`src/rtl/branch_resolve.sv`:
```
module branch_resolve #(
  parameter int PC_W       = 16,
  parameter int DISP_W     = 8,
  parameter int INSN_BYTES = 2
) (
  input  logic              clk,
  input  logic              rst_n,
  input  logic              valid_i,
  input  logic [7:0]        opcode_i,
  input  logic [DISP_W-1:0] disp_i,
  input  logic [PC_W-1:0]   pc_i,
  input  logic              flag_z_i,
  input  logic              flag_c_i,
  output logic              out_valid_o,
  output logic              taken_o,
  output logic [PC_W-1:0]   next_pc_o,
  output logic              call_o,
  output logic [PC_W-1:0]   ret_addr_o,
  output logic              illegal_o
);

  localparam logic [7:0] OP_ALWAYS = 8'h20;
  localparam logic [7:0] OP_HIGHER = 8'h22;
  localparam logic [7:0] OP_NOCARRY = 8'h24;
  localparam logic [7:0] OP_EQUAL = 8'h27;
  localparam logic [7:0] OP_CALL = 8'h8D;
  localparam int EXT_W = PC_W - DISP_W;

  logic [PC_W-1:0] seq_pc, tgt_pc;
  logic            go, is_call, bad;

  assign seq_pc = pc_i + PC_W'(INSN_BYTES);
  assign tgt_pc = seq_pc + {{EXT_W{disp_i[DISP_W-1]}}, disp_i};

  always_comb begin
    go      = 1'b0;
    is_call = 1'b0;
    bad     = 1'b0;
    case (opcode_i)
      OP_ALWAYS:  go = 1'b1;
      OP_HIGHER:  go = ~(flag_c_i | flag_z_i);
      OP_NOCARRY: go = ~flag_c_i;
      OP_EQUAL:   go = flag_z_i;
      OP_CALL: begin
        go      = 1'b1;
        is_call = 1'b1;
      end
      default:    bad = 1'b1;
    endcase
  end

  always_ff @(posedge clk) begin
    if (!rst_n) begin
      out_valid_o <= 1'b0;
      taken_o     <= 1'b0;
      next_pc_o   <= '0;
      call_o      <= 1'b0;
      ret_addr_o  <= '0;
      illegal_o   <= 1'b0;
    end else begin
      out_valid_o <= valid_i;
      if (valid_i) begin
        taken_o    <= go;
        next_pc_o  <= go ? tgt_pc : seq_pc;
        call_o     <= is_call;
        ret_addr_o <= seq_pc;
        illegal_o  <= bad;
      end
    end
  end

endmodule


```
`config.mk`:
```
export PLATFORM = sky130hd
export DESIGN_NAME = branch_resolve
export DESIGN_NICKNAME = d
export VERILOG_FILES = /design/src/rtl/branch_resolve.sv
export SDC_FILE = /design/constraint.sdc
export NUM_CORES = 1
export LEC_CHECK = 0
export ABC_CLOCK_PERIOD_IN_PS = 3770
export BUFFER_PORTS_ARGS = -buffer_cell sky130_fd_sc_hd__buf_4
export CORE_UTILIZATION = 52
export CTS_CLUSTER_DIAMETER = 150
export DETAILED_ROUTE_END_ITERATION = 6
export HOLD_SLACK_MARGIN = 0.08
export PLACE_DENSITY = 0.8
export SYNTH_ARGS = -nofsm -noshare
export SYNTH_HDL_FRONTEND = slang
export SYNTH_SLANG_ARGS = --single-unit
```
`constraint.sdc`:
```
create_clock -name clk -period 3.77 [get_ports clk]
set_input_delay 0.754 -clock clk [delete_from_list [all_inputs] [get_ports clk]]
set_output_delay 0.754 -clock clk [all_outputs]
set_load 0.01 [all_outputs]
```
==> results by group <==
Timing
  – Slew headroom: 0.487
  – Slew @ Worst Pin: 0.768 ns
  – Fmax: between 300 and 400 MHz
  – Max-slew violation count: 0
  – Tcrit/Tclk final: 0.842
  – Crit path time final: between 3 and 4 ns
  – RSZ-0062 raised after global routing: no
  – Hold Fails Final Rpt: 0
  – Final TNS setup: 0 ns
  – Count of final setup violators: 0
  – Final worst clock skew: 0 ns

Critical path
  – Crit path launch: pc_i[1]
  – CP most frequent cell: nor2_1
  – R2R setup slack: roughly 3 ns
  – Critical path endpoint category: flip-flop
  – Master of the slowest instance on the critical path: xor2_1
  – R2R Path End: next_pc_o[15]$_SDFFE_PN0P_
  – Worst path arrival time: 3.36 ns
  – CP Launch Type: primary input
  – Worst reg2reg startpoint: next_pc_o[15]$_SDFFE_PN0P_
  – Crit path max fanout: 5
  – Crit path kind: primary input to flip-flop
  – Required @ worst endpoint: 3.95 ns
  – Slowest stage delay, CP: 0.39 ns
  – CP cell instances: buf_4 > ha_1 > nand4_2 > nor2_1 > and4_1 > xor2_1 > ha_1 > nand2_1 > nor2_1 > or3_1 > o211ai_1 > nor2_1 > a211o_1
  – R2R depth: 2

Run
  – Max-Cap Viols: 0

Die
  – Die Span X: about 72 um
  – Core area: 4720 um^2
  – Die area: 5180 um^2
  – Ports: 73
  – Initial core utilization: 0.539
  – Row cnt: 25
  – DIE HEIGHT: slightly above 70 um

Global route
  – Initial antenna violation count: 0
  – GRT Util Overall: 0.266
  – Vias in the first global route: 2306
  – Total gr overflow: 0
  – First-pass GRT wire length: 10700 um
  – Pin count of the biggest net entering global routing: 48

Hold path
  – Sink of the worst hold path: illegal_o$_SDFFE_PN0P_
  – Hold Crit Class: flip-flop to flip-flop
  – Worst hold stages: 2
  – Hold Startpoint: illegal_o$_SDFFE_PN0P_

Finish
  – Commonest non-fill, non-tap cell in the layout: buf_4
  – Share of post-route cells with drive strength above 1: 0.257
  – NumNets Final: approximately 440
  – Area grow syn2layout: 26.7%
  – Commonest cells after routing, fill and taps aside: 75 x buf_4, 48 x nor2_1, 36 x dfxtp_1, 25 x a21oi_1, 23 x nand2_1
  – Number of fill cells in the layout: 413
  – Final design utilization: 0.683
  – Antenna cell count: 0

Detailed routing
  – Via count: between 2000 and 3000
  – Drc violations: 0
  – DR iter-0 viols: 187
  – Drt pass-1 iters: 4
  – Post-route antenna net violation count: 0
  – Final WL: between 6000 and 7000 um
  – Vias/cell: 5.65
  – Routed length per placed instance: 14.9 um

Placed design
  – HPWL Detailed: 5190 um
  – IO buf count: 72
  – Gpl congestion: ~0.9

Clock tree
  – Clk buf depth: 2
  – Root Buffer: clkbuf_8
  – Cts repair resizes: 0
  – Reg clk slew, reported paths: around 0.07 ns
  – CTS tree: built
  – H-tree levels: 2
  – CTS Buf Count: 5
  – Number of hold buffers added after cts: 0
  – Postcts setup bufs: 0
  – CTS sink count: 36
  – Worst-skew pair later-pin latency: 0.29 ns

Synth
  – Seq/Total Area, Yosys: 0.283
  – Post-Synthesis Cells: between 300 and 400
  – Yosys cell types: 52
  – Cells taking the most area after synthesis: dfxtp_1 28%, ha_1 9.3%, xnor2_1 7.2%, nor2_1 7.1%, a21oi_1 4.9%
  – Syn nets: 372
  – FFs w/ async S/R, synth: 0
  – Share of the synthesized area in the top cell type: 0.283
  – Post-synth EDFFs: 0
  – Synthesized area: about 2500 um^2
  – Post-synth top area cell: dfxtp_1
  – Post-Syn Area per Cell: 8.08 um^2
  – Main synth FF type: dfxtp_1
  – Seq cells post-synth: 36
  – Syn. warnings: 0

Pwr
  – VDD IR-drop max: ~150 uV
  – Power per Cell Area: 326 nW/um^2
  – Static leakage: 1.38 nW

Run status
  – Status: complete, no violations
kinds of logic after synthesis:
| logic type | after synthesis | share of synthesized area |
|---|---|---|
| and+or+nand+nor | 110 | 0.210 |
| AOI/OAI and AO/OA | 92 | 0.249 |
| DFF | 36 | 0.283 |
| xor gates and xnor gates | 25 | 0.0860 |
| buffers and inverters | 24 | 0.0393 |
| adders and majority gates | 20 | 0.101 |
| muxes | 8 | 0.0315 |
final cells by class:
| class | instances | area, um^2 | share of cell area |
|---|---|---|---|
| Tap cell | 67 | 83.8 | 0.0260 |
| Clock inverter | 2 | 10.0 | 0.00310 |
| Inverter | 11 | 41.3 | 0.0128 |
| Timing Repair Buffer | 75 | 563 | 0.175 |
| Multi-Input combinational cell | 255 | 1720 | 0.535 |
| Sequential cell | 36 | 721 | 0.223 |
| Clock buffer | 6 | 82.6 | 0.0256 |
cells in the mapped netlist (2+ instances only):
cell type,instances
nor2_1,48
dfxtp_1,36
a21oi_1,25
nand2_1,23
xnor2_1,21
ha_1,19
o21ai_0,17
a211oi_1,12
nor3_1,12
inv_1,10
mux2i_1,8
clkbuf_1,7
nand3_1,7
o21ai_1,7
o211ai_1,5
a211oi_2,4
xor2_1,4
a21o_1,3
nand4_1,3
o21bai_1,3
a211o_1,2
a32oi_1,2
and4_1,2
buf_1,2
buf_4,2
nand3b_1,2
nor4_1,2
nor4_2,2
o21a_1,2
state kept, by name (all words and copies together) (netlist names):
name and count:
next_pc_o 16, call_o 1, ret_addr_o 16, taken_o 1, illegal_o 1, out_valid_o 1
critical path, delay by kind of cell:
family | cells | cell delay (ns)
AOI/OAI and AO/OA | 2 | 0.38
xor gates and xnor gates | 1 | 0.39
adders and majority gates | 2 | 0.57
buffers and inverters | 1 | 0.11
and+or+nand+nor | 7 | 1.14
worst max path at each step:
stage | endpoint | slack [ns] | depth (start not counted)
2_1_floorplan | next_pc_o[15]$_SDFFE_PN0P_ | 0.77 | 12
6_report | next_pc_o[15]$_SDFFE_PN0P_ | 0.59 | 13
3_5_place_dp | next_pc_o[15]$_SDFFE_PN0P_ | 0.30 | 13
3_3_place_gp | next_pc_o[15]$_SDFFE_PN0P_ | 0.35 | 13
5_1_grt | next_pc_o[15]$_SDFFE_PN0P_ | 0.44 | 13
4_1_cts | next_pc_o[15]$_SDFFE_PN0P_ | 0.62 | 13
power by group:
part	switching [mW]	internal, mW	total [mW]
Combinational	0.191	0.157	0.348
Sequential	0.0137	0.407	0.421
Clock	0.138	0.146	0.284
per-stage QoR:
step	setup slack (ns)	hold slack [ns]	power [mW]	instances	area [um^2]
detailed placement	0.301	0.457	0.773	444	3130
finish	0.594	0.465	1.05	452	3230
floorplan	0.773	0.486	0.648	315	2540
global placement	0.353	0.455	0.766	444	3130
CTS	0.623	0.468	1.06	452	3230
global route	0.444	0.492	1.11	452	3230
layer usage:
| metal | global-route usage | share of wire |
|---|---|---|
| met1 | 0.363 | 0.46 |
| met5 | 0 | 0 |
| met4 | 0.0915 | 0.016 |
| met3 | 0.0458 | 0.060 |
| met2 | 0.427 | 0.46 |
Note: power is estimated with default switching activity, not from simulation.
